===== src/rtl/dacc_pkg.sv =====
`timescale 1ns/1ps
package dacc_pkg;

   typedef enum logic [2:0] {
      ST_FETCH  = 3'd0,
      ST_DECODE = 3'd1,
      ST_EXEC   = 3'd2,
      ST_READ   = 3'd3,
      ST_WRITE  = 3'd4,
      ST_HALT   = 3'd5
   } dacc_state_e;

   localparam logic [3:0] OPC_HALT  = 4'd0;
   localparam logic [3:0] OPC_LOAD  = 4'd1;
   localparam logic [3:0] OPC_STORE = 4'd2;
   localparam logic [3:0] OPC_ADD   = 4'd3;
   localparam logic [3:0] OPC_SUB   = 4'd4;
   localparam logic [3:0] OPC_CMP   = 4'd5;
   localparam logic [3:0] OPC_JMP   = 4'd6;
   localparam logic [3:0] OPC_JEQ   = 4'd7;

endpackage


===== src/rtl/dacc_bcd_addsub.sv =====
`timescale 1ns/1ps
module dacc_bcd_addsub #(
   parameter int DIGITS = 3
) (
   input  logic [4*DIGITS-1:0] a,
   input  logic [4*DIGITS-1:0] b,
   input  logic                sub,
   output logic [4*DIGITS-1:0] y,
   output logic                flag
);

   logic [DIGITS:0] chain;
   assign chain[0] = sub;

   generate
      for (genvar g = 0; g < DIGITS; g++) begin : g_digit
         logic [3:0] b_eff;
         logic [4:0] raw;
         logic [4:0] adj;
         always_comb begin
            b_eff = sub ? (4'd9 - b[4*g +: 4]) : b[4*g +: 4];
            raw   = {1'b0, a[4*g +: 4]} + {1'b0, b_eff} + {4'd0, chain[g]};
            adj   = raw - 5'd10;
         end
         assign chain[g+1]  = (raw > 5'd9);
         assign y[4*g +: 4] = (raw > 5'd9) ? adj[3:0] : raw[3:0];
      end
   endgenerate

   // subtract is add of nines' complement plus one: carry-out means no borrow
   assign flag = sub ? ~chain[DIGITS] : chain[DIGITS];

endmodule


===== src/rtl/dacc_bcd_inc.sv =====
`timescale 1ns/1ps
module dacc_bcd_inc #(
   parameter int DIGITS = 2
) (
   input  logic [4*DIGITS-1:0] a,
   output logic [4*DIGITS-1:0] y
);

   logic [DIGITS:0] chain;
   assign chain[0] = 1'b1;

   generate
      for (genvar g = 0; g < DIGITS; g++) begin : g_digit
         logic at_nine;
         assign at_nine     = (a[4*g +: 4] == 4'd9);
         assign chain[g+1]  = chain[g] & at_nine;
         assign y[4*g +: 4] = (chain[g] & at_nine) ? 4'd0 : (a[4*g +: 4] + {3'd0, chain[g]});
      end
   endgenerate

endmodule


===== src/rtl/dacc_ctrl.sv =====
`timescale 1ns/1ps
module dacc_ctrl
   import dacc_pkg::*;
(
   input  logic        clk,
   input  logic        rst_n,
   input  logic [3:0]  opcode,
   input  logic        eq_flag,
   input  logic        mem_ready,
   output dacc_state_e state,
   output logic        fetch_done,
   output logic        ir_load,
   output logic        read_done,
   output logic        pc_jump
);

   dacc_state_e nxt;

   always_ff @(posedge clk or negedge rst_n) begin
      if (!rst_n) state <= ST_FETCH;
      else        state <= nxt;
   end

   always_comb begin
      nxt        = state;
      fetch_done = 1'b0;
      ir_load    = 1'b0;
      read_done  = 1'b0;
      pc_jump    = 1'b0;
      case (state)
         ST_FETCH: begin
            if (mem_ready) begin
               fetch_done = 1'b1;
               nxt        = ST_DECODE;
            end
         end
         ST_DECODE: begin
            ir_load = 1'b1;
            nxt     = ST_EXEC;
         end
         ST_EXEC: begin
            case (opcode)
               OPC_HALT:  nxt = ST_HALT;
               OPC_LOAD,
               OPC_ADD,
               OPC_SUB,
               OPC_CMP:   nxt = ST_READ;
               OPC_STORE: nxt = ST_WRITE;
               OPC_JMP: begin
                  pc_jump = 1'b1;
                  nxt     = ST_FETCH;
               end
               OPC_JEQ: begin
                  pc_jump = eq_flag;
                  nxt     = ST_FETCH;
               end
               default:   nxt = ST_FETCH;
            endcase
         end
         ST_READ: begin
            if (mem_ready) begin
               read_done = 1'b1;
               nxt       = ST_FETCH;
            end
         end
         ST_WRITE: begin
            if (mem_ready) nxt = ST_FETCH;
         end
         ST_HALT: nxt = ST_HALT;
         default: nxt = ST_FETCH;
      endcase
   end

endmodule


===== src/rtl/dacc_core.sv =====
`timescale 1ns/1ps
module dacc_core
   import dacc_pkg::*;
#(
   parameter int DIGITS      = 3,
   parameter int ADDR_DIGITS = 2
) (
   input  logic                     clk,
   input  logic                     rst_n,
   output logic                     mem_req,
   output logic                     mem_we,
   output logic [4*ADDR_DIGITS-1:0] mem_addr,
   output logic [4*DIGITS-1:0]      mem_wdata,
   input  logic [4*DIGITS-1:0]      mem_rdata,
   input  logic                     mem_ready,
   output logic [4*DIGITS-1:0]      acc,
   output logic [4*ADDR_DIGITS-1:0] pc,
   output logic                     cc,
   output logic                     carry,
   output logic                     halted
);

   localparam int WORD_W = 4 * DIGITS;
   localparam int ADDR_W = 4 * ADDR_DIGITS;
   localparam int OP_W   = WORD_W - ADDR_W;

   generate
      if (ADDR_DIGITS < 1) begin : g_bad_addr
         $error("dacc_core: ADDR_DIGITS must be at least 1");
      end
      if (OP_W != 4) begin : g_bad_split
         $error("dacc_core: word must be exactly one opcode digit plus the address digits");
      end
   endgenerate

   dacc_state_e         state;
   logic                fetch_done, ir_load, read_done, pc_jump;
   logic [WORD_W-1:0]   acc_q, ir_q, mdr_q, alu_y;
   logic [ADDR_W-1:0]   pc_q, pc_next;
   logic                cc_q, carry_q, alu_flag;
   logic [3:0]          opcode;
   logic [ADDR_W-1:0]   opnd_addr;

   assign opcode    = ir_q[WORD_W-1 -: 4];
   assign opnd_addr = ir_q[ADDR_W-1:0];

   dacc_ctrl u_ctrl (
      .clk        (clk),
      .rst_n      (rst_n),
      .opcode     (opcode),
      .eq_flag    (cc_q),
      .mem_ready  (mem_ready),
      .state      (state),
      .fetch_done (fetch_done),
      .ir_load    (ir_load),
      .read_done  (read_done),
      .pc_jump    (pc_jump)
   );

   dacc_bcd_addsub #(.DIGITS(DIGITS)) u_alu (
      .a    (acc_q),
      .b    (mem_rdata),
      .sub  (opcode == OPC_SUB),
      .y    (alu_y),
      .flag (alu_flag)
   );

   dacc_bcd_inc #(.DIGITS(ADDR_DIGITS)) u_pc_inc (
      .a (pc_q),
      .y (pc_next)
   );

   always_ff @(posedge clk or negedge rst_n) begin
      if (!rst_n) begin
         acc_q   <= '0;
         pc_q    <= '0;
         ir_q    <= '0;
         mdr_q   <= '0;
         cc_q    <= 1'b0;
         carry_q <= 1'b0;
      end else begin
         if (fetch_done) begin
            mdr_q <= mem_rdata;
            pc_q  <= pc_next;
         end
         if (ir_load) ir_q <= mdr_q;
         if (pc_jump) pc_q <= opnd_addr;
         if (read_done) begin
            case (opcode)
               OPC_LOAD: acc_q <= mem_rdata;
               OPC_ADD,
               OPC_SUB: begin
                  acc_q   <= alu_y;
                  carry_q <= alu_flag;
               end
               OPC_CMP:  cc_q <= (mem_rdata == acc_q);
               default:  ;
            endcase
         end
      end
   end

   assign mem_req   = (state == ST_FETCH) || (state == ST_READ) || (state == ST_WRITE);
   assign mem_we    = (state == ST_WRITE);
   assign mem_addr  = (state == ST_FETCH) ? pc_q : opnd_addr;
   assign mem_wdata = acc_q;
   assign acc       = acc_q;
   assign pc        = pc_q;
   assign cc        = cc_q;
   assign carry     = carry_q;
   assign halted    = (state == ST_HALT);

endmodule


===== config.mk =====
export PLATFORM = sky130hd
export DESIGN_NAME = dacc_core
export DESIGN_NICKNAME = d
export VERILOG_FILES = /design/src/rtl/dacc_pkg.sv /design/src/rtl/dacc_bcd_addsub.sv /design/src/rtl/dacc_bcd_inc.sv /design/src/rtl/dacc_ctrl.sv /design/src/rtl/dacc_core.sv
export SDC_FILE = /design/constraint.sdc
export NUM_CORES = 1
export LEC_CHECK = 0
export ABC_AREA = 1
export BUFFER_PORTS_ARGS = -buffer_cell sky130_fd_sc_hd__buf_2
export CAP_MARGIN = 0
export CELL_PAD_IN_SITES_DETAIL_PLACEMENT = 1
export CELL_PAD_IN_SITES_GLOBAL_PLACEMENT = 2
export CORE_UTILIZATION = 25
export DETAILED_ROUTE_END_ITERATION = 16
export PLACE_DENSITY_LB_ADDON = 0.08
export SETUP_SLACK_MARGIN = 0.4
export SLEW_MARGIN = 0
export SYNTH_ARGS = -nofsm -noshare
export SYNTH_HDL_FRONTEND = slang
export SYNTH_SLANG_ARGS = --single-unit

===== constraint.sdc =====
create_clock -name clk -period 13.1 [get_ports clk]
set_input_delay 2.62 -clock clk [delete_from_list [all_inputs] [get_ports clk]]
set_output_delay 2.62 -clock clk [all_outputs]
set_load 0.1 [all_outputs]

==> results of run 1 <==
## cells in the final DEF (no fill, tap or decap), types with 3 or more instances in the layout
master,n
nand4_1,3
dfrtp_1,49
mux2_2,6
inv_1,45
nand2_2,3
nor2_4,6
ha_1,19
nand2_1,105
nor2_2,3
fa_1,5
nand3_1,37
clkbuf_16,5
buf_2,59
nor3_1,6
inv_2,7
xnor2_1,8
o21ai_0,24
nand3b_1,3
xor2_1,14
nor2_1,23
o211ai_1,4
o21ai_1,7
a21oi_1,25
## cell families (layout without fill, tap and decap cells)
group / Yosys count / count (layout)
flops: 49 / 49
fa+ha+maj: 24 / 24
compound gates: 69 / 69
mux: 6 / 6
buf+inv: 73 / 120
simple gates: 195 / 195
xor+xnor: 22 / 22
## worst max-delay path: cells and delay by family
kind,cells,cell delay [ps]
fa+ha+maj,8,2820
xor+xnor,3,870
simple gates,13,1560
buf+inv,5,380
compound gates,3,240
## sequential cells by signal, summed over array words and instances, names as in the netlist
| signal | count |
|---|---|
| mdr_q | 12 |
| u_ctrl.state | 3 |
| pc | 8 |
| acc | 12 |
| ir_q | 12 |
| cc | 1 |
| carry | 1 |
## routing by layer
layer,wire length (µm),GRT usage
met5,0,0
met4,195,0.0500
met3,257,0.0200
met2,4690,0.251
met1,5190,0.209
## cell usage after synthesis (all sizes together)
library cell  count
o41ai             1
or2               2
a31oi             2
o31ai             1
a22oi             1
xnor2             8
a21oi            25
xor2             14
nor3              6
fa                5
nor2             33
o21ai            32
dfrtp            49
and2              1
nand4             3
o311ai            3
nand2           108
nand3            39
o211ai            4
inv              52
mux2              6
ha               19
nand3b            3
clkbuf            3
buf              18
## worst paths after layout
check / startpoint / endpoint
setup / recovery: mem_rdata[0] / acc[10]
hold / removal: mdr_q[4] / mdr_q[4]
setup reg to reg: ir_q[9] / acc[10]
hold reg to reg: mdr_q[4] / mdr_q[4]
max in group asynchronous: rst_n / acc[4]
min in group asynchronous: rst_n / ir_q[10]
## stage by stage
stage	worst slack, ps	util	area, µm²	hold WS (ps)	std cells
final	4760	0.300	4010	490	661
after global routing	4180	0.300	4010	526	661
after CTS	4750	0.300	4010	495	661
after detailed placement	4450	0.287	3830	477	653
after global placement	4710	0.287	3830	467	653
after floorplan	5310	-	3460	449	438
## final cells by class
type,instances,area share
Clock buffer,6,0.0346
Multi-Input combinational cell,316,0.471
Sequential cell,49,0.306
Timing Repair Buffer,60,0.0755
Clock inverter,2,0.00936
Tap cell,176,0.0549
Inverter,52,0.0487
==> metrics.md, run 1 <==
| Metric | Value |
|---|---|
| Final clock skew | 5.70 ps |
| CTS Hold Bufs | 0 |
| Initial core utilization | 0.259 |
| Post-DR wirelength/cell | 15.6 µm |
| First-pass GRT wire length | 17000 µm |
| Cell depth of the worst flop-to-flop path | 32 |
| Post-route clock period utilization | 0.637 |
| CTS clock-pin slew for the worst setup and hold paths | 70 ps |
| Clk_lat worst skew | 300 ps |
| RSZ-0062 raised after global routing | no |
| Die width | 120 µm |
| Final nets | 523 |
| Simple-Gate Fraction of Synth Area | 0.260 |
| Leading post-synthesis cells by cell area | dfrtp_1 35%, nand2_1 11%, ha_1 6.9% |
| TritonCTS Buffers | 5 |
| Core area | 13300 µm² |
| FF+latch area | 1230 µm² |
| Critical path endpoint category | flop |
| Crit-path max cell delay | 450 ps |
| Post-CTS Setup Inserts | 0 |
| Post-synthesis cell count | 438 |
| Syn nets | 477 |
| Post-DP HPWL | 7860 µm |
| Syn Area/Cell | 7.90 µm² |
| Crit Path Category | in2reg |
| CTS tree | done |
| Fin. max-slew vios | 0 |
| Fillers | 1660 |
| Mux cell area share after synthesis | 0.0195 |
| Hold Crit Depth | 2 |
| Multi-input gate area | 1890 µm² |
| Largest net degree at the start of global routing | 50 |
| FF+latch count, synth | 49 |
| Vias in the first global route | 3127 |
| Yosys top cell area share | 0.354 |
| Largest area contributor in the synthesized netlist | dfrtp_1 |
| Sequential share of the synthesized area | 0.354 |
| CTS max path bufs | 2 |
| WP data required | 13270 ps |
| CP dominant cell by count | nand2_1 |
| Critical path startpoint category | input port |
| Yosys warning count | 0 |
| IO Pins | 60 |
| Root buf cell | clkbuf_16 |
| Final hold vios | 0 |
| Post_cts resized | 0 |
| Slowest-stage cell, CP | fa_1 |
| Die ar. | 14300 µm² |
| Worst slew margin | 0.504 |
| Period minus WS final | 8340 ps |
| Area grow syn2layout | 15.9% |
| Reg2Reg Setup Slack | 6570 ps |
| Layout cells sized above 1 | 0.204 |
| Die Y | 120 µm |
| Worst Tran Pin Value | 742 ps |
| Vias/cell | 4.51 |
| All-layer global routing usage | 0.154 |
| IO Port Bufs | 59 |
| Area share of fa/ha/maj cells after synthesis | 0.0976 |
| Worst hold path type | reg2reg |
| ANT nets after route | 0 |
| Xor/xnor share of the synthesized area | 0.0557 |
| Final setup vio count | 0 |
| Arr. time, crit path | 8510 ps |
| ANT cells | 0 |
| Via count | 2981 |
| Gpl congestion | 0.857 |
| Total Wirelength | 10300 µm |
| Num Clock Sinks | 49 |
| DR pass1 iterations | 4 |
| Outcome | completed |
| Total number of H-tree levels | 2 |
| Maxcap violations | 0 |
| GR Overflow Total | 0 |
| Initial detailed-routing violation count | 94 |
| Initial antenna violation count | 0 |
| Syn Std Cell Area | 3460 µm² |
| Crit-path max FO | 5 |
| Fmax | 120 MHz |
| DRC | 0 |
| Synth Area in Compound Gates | 0.112 |
| Row cnt | 42 |
| Main combinational cell family by area after synthesis | simple AND/OR/NAND/NOR gates |
| Post-synth cell types | 37 |
| Total Neg Setup Slack | 0 ps |
Power of run 1 is not shown: default switching activity piles up to over one toggle a cycle in this logic, so the estimate is an artifact.
==> inputs of run 2 (changes only) <==
- ABC_AREA: 1 -> 0
- clock period: 13.1 -> 6.9 ns (I/O delays scaled with it)
==> metrics.md, run 2 <==
| Metric | Value |
|---|---|
| Outcome | completed (unchanged) |
| Period minus WS final | 6350 ps |
| Initial core utilization | 0.260 (was 0.259) |
| Fin. max-slew vios | 0 (unchanged) |
| IO Pins | 60 (unchanged) |
| RSZ-0062 raised after global routing | yes (was no) |
| Post-synth cell types | 57 (was 37) |
| Hold Path Sink | ir_q[9] (was mdr_q[4]) |
| Vias/cell | 4.78 (was 4.51) |
| Layout cells sized above 1 | 0.407 (was 0.204) |
| Vias in the first global route | 2932 (was 3127) |
| Post-route clock period utilization | 0.921 |
| CP dominant cell by count | fa_2 (was nand2_1) |
| Worst Tran Pin Value | 960 ps (was 742 ps) |
| Largest net degree at the start of global routing | 50 (unchanged) |
| Total Neg Setup Slack | 0 ps (unchanged) |
| CTS clock-pin slew for the worst setup and hold paths | 70 ps (about the same) |
| FF+latch count, synth | 49 (unchanged) |
| EDFF count, synth | 0 (unchanged) |
| Post-synthesis cell count | 355 (was 438) |
| Arr. time, crit path | 6530 ps (was 8510 ps) |
| Yosys warning count | 0 (unchanged) |
| CTS Hold Bufs | 0 (unchanged) |
| CTS max path bufs | 2 (unchanged) |
| Total Wirelength | 10500 µm (was 10300 µm) |
| Die ar. | 14400 µm² (was 14300 µm²) |
| Num Clock Sinks | 49 (unchanged) |
| Largest area contributor in the synthesized netlist | dfrtp_1 (unchanged) |
| Ys flop type | dfrtp_1 (unchanged) |
| FF-to-FF Start | ir_q[8] (was ir_q[9]) |
| Crit-path max cell delay | 540 ps (was 450 ps) |
| WP data required | 7080 ps (was 13270 ps) |
| GRT met1 Usage | 0.218 (was 0.209) |
| Global routing's busiest layer | met2 (unchanged) |
| Cell depth of the worst flop-to-flop path | 23 (was 32) |
| Worst hold path type | reg2reg (unchanged) |
| Most common cell after layout, fill and taps aside | buf_2 (was nand2_1) |
| Grt met3 use | 0.0252 (was 0.0200) |
| Root buf cell | clkbuf_16 (unchanged) |
| Fmax | 157 MHz |
| Initial antenna violation count | 0 (unchanged) |
| Sequential share of the synthesized area | 0.352 (was 0.354) |
| Util after Layout | 0.332 (was 0.300) |
| Syn Std Cell Area | 3490 µm² (was 3460 µm²) |
| Most frequent cells after synthesis | 49 x dfrtp_1, 36 x nand2_1, 32 x mux2_2 (was 105 x nand2_1, 49 x dfrtp_1, 45 x inv_1) |
| Crit path buf inv count | 4 (was 5) |
| Met2 Resource Use GR | 0.232 (was 0.251) |
| Hold Crit Depth | 2 (unchanged) |
| Crit Path Category | in2reg (unchanged) |
| CTS tree | done (unchanged) |
| ANT nets after route | 0 (unchanged) |
| Gpl congestion | 0.716 (was 0.857) |
| Critical path endpoint category | flop (unchanged) |
| TritonCTS Buffers | 5 (unchanged) |
| Final setup vio count | 0 (unchanged) |
| CP cell instances | buf_6 -> buf_4 -> fa_2 -> xnor2_4 -> nor3b_4 -> a21oi_2 -> a21boi_2 -> inv_1 -> fa_2 -> fa_2 -> xnor2_4 -> ha_4 -> a21boi_4 -> o41ai_4 -> fa_2 -> fa_2 -> inv_2 -> ha_4 -> nor2b_1 -> a31o_2 -> o21a_4 -> mux2i_1 -> a221o_1 |
| Final clock skew | 7.16 ps (was 5.70 ps) |
| Final hold vios | 0 (unchanged) |
| Count leader, synth | dfrtp_1 (was nand2_1) |
| DRC | 0 (unchanged) |
| Via count | 2872 (was 2981) |
| Syn nets | 394 (was 477) |
| Clk_lat worst skew | 290 ps (was 300 ps) |
| Slowest-stage cell, CP | fa_2 (was fa_1) |
| DR pass1 iterations | 4 (unchanged) |
| Die Y | 120 µm (about the same) |
| Hold WS | 482 ps (was 490 ps) |
| Post-DR wirelength/cell | 17.4 µm (was 15.6 µm) |
| Cell area after layout | 4450 µm² (was 4010 µm²) |
| Initial detailed-routing violation count | 54 (was 94) |
| Final nets | 463 (was 523) |
| Yosys top cell area share | 0.352 (was 0.354) |
| Post-DP HPWL | 7980 µm (was 7860 µm) |
| Worst slew margin | 0.360 (was 0.504) |
| Post-place instance area | 4120 µm² (was 3830 µm²) |
| Most frequent cells in the layout | 57 x buf_2, 49 x dfrtp_1, 33 x nand2_1 (was 105 x nand2_1, 59 x buf_2, 49 x dfrtp_1) |
| Reg2reg end | acc[10] (unchanged) |
| Critical path startpoint category | input port (unchanged) |
| GR Overflow Total | 0 (unchanged) |
| First-pass GRT wire length | 16400 µm (was 17000 µm) |
| All-layer global routing usage | 0.151 (was 0.154) |
| IO Port Bufs | 59 (unchanged) |
| Die width | 120 µm (about the same) |
| Hold Crit Start | mdr_q[9] (was mdr_q[4]) |
| Area grow syn2layout | 27.6% (was 15.9%) |
| Crit-path max FO | 5 (unchanged) |
| Leading post-synthesis cells by cell area | dfrtp_1 35%, mux2_2 10%, ha_1 6.8% (was dfrtp_1 35%, nand2_1 11%, ha_1 6.9%) |
| Total number of H-tree levels | 2 (unchanged) |
| Row cnt | 42 (unchanged) |
| Async S/R FF share, synth | 1.00 (unchanged) |
| Core area | 13400 µm² (was 13300 µm²) |
| CP delay by family, top | adder cells (unchanged) |
| Reg2Reg Setup Slack | 680 ps (was 6570 ps) |
| ANT cells | 0 (unchanged) |
| Syn Area/Cell | 9.82 µm² (was 7.90 µm²) |
| Maxcap violations | 0 (unchanged) |
[run 2: cell count changes after synthesis, sizes merged, moves of 6 or more]
cell,before,now
nand2,108,37
inv,52,16
nand3,39,5
mux2,6,32
nor2,33,14
xnor2,8,16
a21oi,25,19
[run 2: kinds of logic after synthesis]
| logic type | after synthesis | share of synthesized area |
|---|---|---|
| AND/OR/NAND/NOR | 96 | 0.140 |
| AO/OA/AOI/OAI | 83 | 0.168 |
| flip-flops | 49 | 0.352 |
| buffers and inverters | 42 | 0.0657 |
| multiplexers | 36 | 0.115 |
| XOR/XNOR | 25 | 0.0628 |
| adder cells (fa/ha/maj) | 24 | 0.0969 |
[run 2: metrics by stage]
stage | setup slack [ps] | std cells
after global routing | 368 | 601
after floorplan | 292 | 355
final | 545 | 601
after detailed placement | -167 | 585
after global placement | -13.9 | 585
after CTS | 422 | 593
[run 2: final cells by class]
class	instances	area [µm²]
flip-flops and latches	49	1230
well taps	176	220
inverters	16	67.6
multi-input cells	264	2230
repair buffers	88	529
clock inverters	2	37.5
fillers	1554	8950
clock buffers	6	139
[run 2: layer usage]
layer | vias to the layer above | share of wire
li1 | 1393 | -
met1 | 1422 | 0.51
met2 | 50 | 0.45
met3 | 7 | 0.029
met4 | 0 | 0.0093
met5 | - | 0
[run 2: repair_timing]
item | in CTS | in global routing
setup endpoints to repair | 4 | 4
resized for setup | 4 | 13
buffers inserted | 0 | 8
pin swaps | 1 | 19
[run 2: how the worst max path moves through the flow]
stage	start	end	slack, ps	depth (start not counted)
after CTS	mem_rdata[2]	acc[10]	420	26
after detailed placement	mem_rdata[2]	acc[10]	-170	26
after floorplan	mem_rdata[0]	acc[10]	290	25
final	mem_rdata[1]	acc[10]	550	23
after global routing	mem_rdata[2]	acc[10]	370	26
after global placement	mem_rdata[2]	acc[10]	-10	26
[run 2: worst reg2reg max path, delay by kind of cell, from the launching register on]
family	cells	cell delay [ps]
AO/OA/AOI/OAI	8	1480
AND/OR/NAND/NOR	3	950
buffers and inverters	3	270
multiplexers	1	130
XOR/XNOR	1	260
flip-flops	1	510
adder cells (fa/ha/maj)	7	2500
Power of run 2 is left out for the same reason.
==> inputs of run 3 (changes only) <==
- clock period: 6.9 -> 5.7 ns (I/O delays scaled with it)
==> metrics.md, run 3 (synthesis gave the netlist of run 2 again) <==
| Metric | Value |
|---|---|
| Crit-path max FO | 5 (unchanged) |
| Via count | 2979 (was 2872) |
| Arr. time, crit path | 6240 ps (was 6530 ps) |
| Maxcap violations | 0 (unchanged) |
| Initial detailed-routing violation count | 115 (was 54) |
| Die ar. | 14400 µm² (unchanged) |
| DRC | 0 (unchanged) |
| Clk_lat worst skew | 310 ps (was 290 ps) |
| Die Y | 120 µm (unchanged) |
| Final nets | 491 (was 463) |
| ANT cells | 0 (unchanged) |
| CTS clock-pin slew for the worst setup and hold paths | 80 ps (was 70 ps) |
| All-layer global routing usage | 0.167 (was 0.151) |
| CP delay by family, top | adder cells (unchanged) |
| Post-DR wirelength/cell | 17.8 µm (was 17.4 µm) |
| Worst Tran Pin Value | 943 ps (was 960 ps) |
| Worst hold path type | reg2reg (unchanged) |
| Fin worst setup slack | -346 ps (was 545 ps) |
| Total Wirelength | 11200 µm (was 10500 µm) |
| WP data required | 5890 ps (was 7080 ps) |
| Final clock skew | 14.2 ps (was 7.16 ps) |
| Fmax | 165 MHz |
| Post-route clock period utilization | 1.06 |
| Vias in the first global route | 3091 (was 2932) |
| Die width | 120 µm (unchanged) |
| Critical path endpoint category | flop (unchanged) |
| ANT nets after route | 0 (unchanged) |
| Period minus WS final | 6050 ps |
| Critical path startpoint category | input port (unchanged) |
| Failing checks | setup timing |
| Post-place instance area | 4330 µm² (was 4120 µm²) |
| DR pass1 iterations | 4 (unchanged) |
| Num Clock Sinks | 49 (unchanged) |
| Outcome | finished with violations (was completed) |
| Total number of H-tree levels | 2 (unchanged) |
| Row cnt | 42 (unchanged) |
| TritonCTS Buffers | 5 (unchanged) |
| Slowest-stage cell, CP | fa_2 (unchanged) |
| GR Overflow Total | 0 (unchanged) |
| CTS max path bufs | 2 (unchanged) |
| CTS Hold Bufs | 0 (unchanged) |
| IO Pins | 60 (unchanged) |
| Gpl congestion | 0.780 (was 0.716) |
| Worst slew margin | 0.372 (was 0.360) |
| Cell area after layout | 4740 µm² (was 4450 µm²) |
| Largest net degree at the start of global routing | 50 (unchanged) |
| CP dominant cell by count | fa_2 (unchanged) |
| Crit path buf inv count | 5 (was 4) |
| Area grow syn2layout | 35.8% (was 27.6%) |
| Most frequent cells in the layout | 57 x buf_2, 56 x buf_4, 49 x dfrtp_1 (was 57 x buf_2, 49 x dfrtp_1, 33 x nand2_1) |
| Final hold vios | 0 (unchanged) |
| Layout cells sized above 1 | 0.450 (was 0.407) |
| Vias/cell | 4.74 (was 4.78) |
| Crit Path Category | in2reg (unchanged) |
| Initial core utilization | 0.260 (unchanged) |
| IO Port Bufs | 59 (unchanged) |
| Initial antenna violation count | 0 (unchanged) |
| Most common cell after layout, fill and taps aside | buf_2 (unchanged) |
| Root buf cell | clkbuf_16 (unchanged) |
| Core area | 13400 µm² (unchanged) |
| Fin. max-slew vios | 0 (unchanged) |
| Final setup vio count | 4 (was 0) |
| First-pass GRT wire length | 17900 µm (was 16400 µm) |
| RSZ-0062 raised after global routing | yes (unchanged) |
| Crit-path max cell delay | 540 ps (about the same) |
| Total Neg Setup Slack | -1160 ps (was 0 ps) |
| Post-DP HPWL | 8390 µm (was 7980 µm) |
| CTS tree | done (unchanged) |
## run 3: per-layer routing
layer / vias up / part of all wire / GRT usage
li1: 1445 / - / -
met5: - / 0 / 0
met1: 1479 / 0.52 / 0.243
met3: 6 / 0.028 / 0.0266
met4: 0 / 0.013 / 0.0539
met2: 49 / 0.44 / 0.248
## run 3: area by class of cell
cell class,instances,area [µm²]
clock buffer,5,125
clock inverter,3,68.8
fill,1561,8660
inverter,16,67.6
multi-input combinational,264,2280
sequential,49,1230
tap,176,220
timing repair buffer,116,747
## run 3: worst paths after layout
check / startpoint / endpoint / slack (ps) / cells after the start
max: mem_rdata[1] / acc[11] / -350 / 28
min: mdr_q[9] / ir_q[9] / 490 / 2
max reg2reg: ir_q[11] / acc[11] / -260 / 25
min reg2reg: mdr_q[9] / ir_q[9] / 490 / 2
max in group asynchronous: rst_n / acc[1] / 4260 / 2
min in group asynchronous: rst_n / acc[7] / 960 / 2
## run 3: metrics by stage
step | hold WS [ps] | worst slack [ps] | cells | util
finish | 494 | -346 | 629 | 0.353
global route | 527 | -501 | 629 | 0.353
CTS | 498 | -336 | 625 | 0.347
detailed placement | 477 | -1150 | 611 | 0.323
global placement | 467 | -980 | 611 | 0.323
floorplan | 445 | -662 | 355 | -
## run 3: repair_timing
item	in CTS	in global routing
setup buffers	6	4
endpoints found under the setup margin	5	4
pin swaps	15	4
resized for setup	17	9
## run 3: worst reg2reg max path, cell delays in order, from the launching register on
cell and delay [ps]:
dfrtp_1 390, or4b_4 570, o21ai_2 140, fa_2 470, buf_4 160, nor3b_4 210
a21oi_2 70, a21boi_2 200, inv_1 80, fa_2 360, fa_2 410, xnor2_4 220
ha_2 210, a21boi_4 180, o41ai_4 80, fa_2 370, fa_2 540, inv_2 50
ha_4 150, nor2b_4 120, a31o_4 210, buf_4 130, a21oi_2 120, nor2_1 50
o32ai_1 280, o21ai_1 110
Power of run 3 is left out for the same reason.
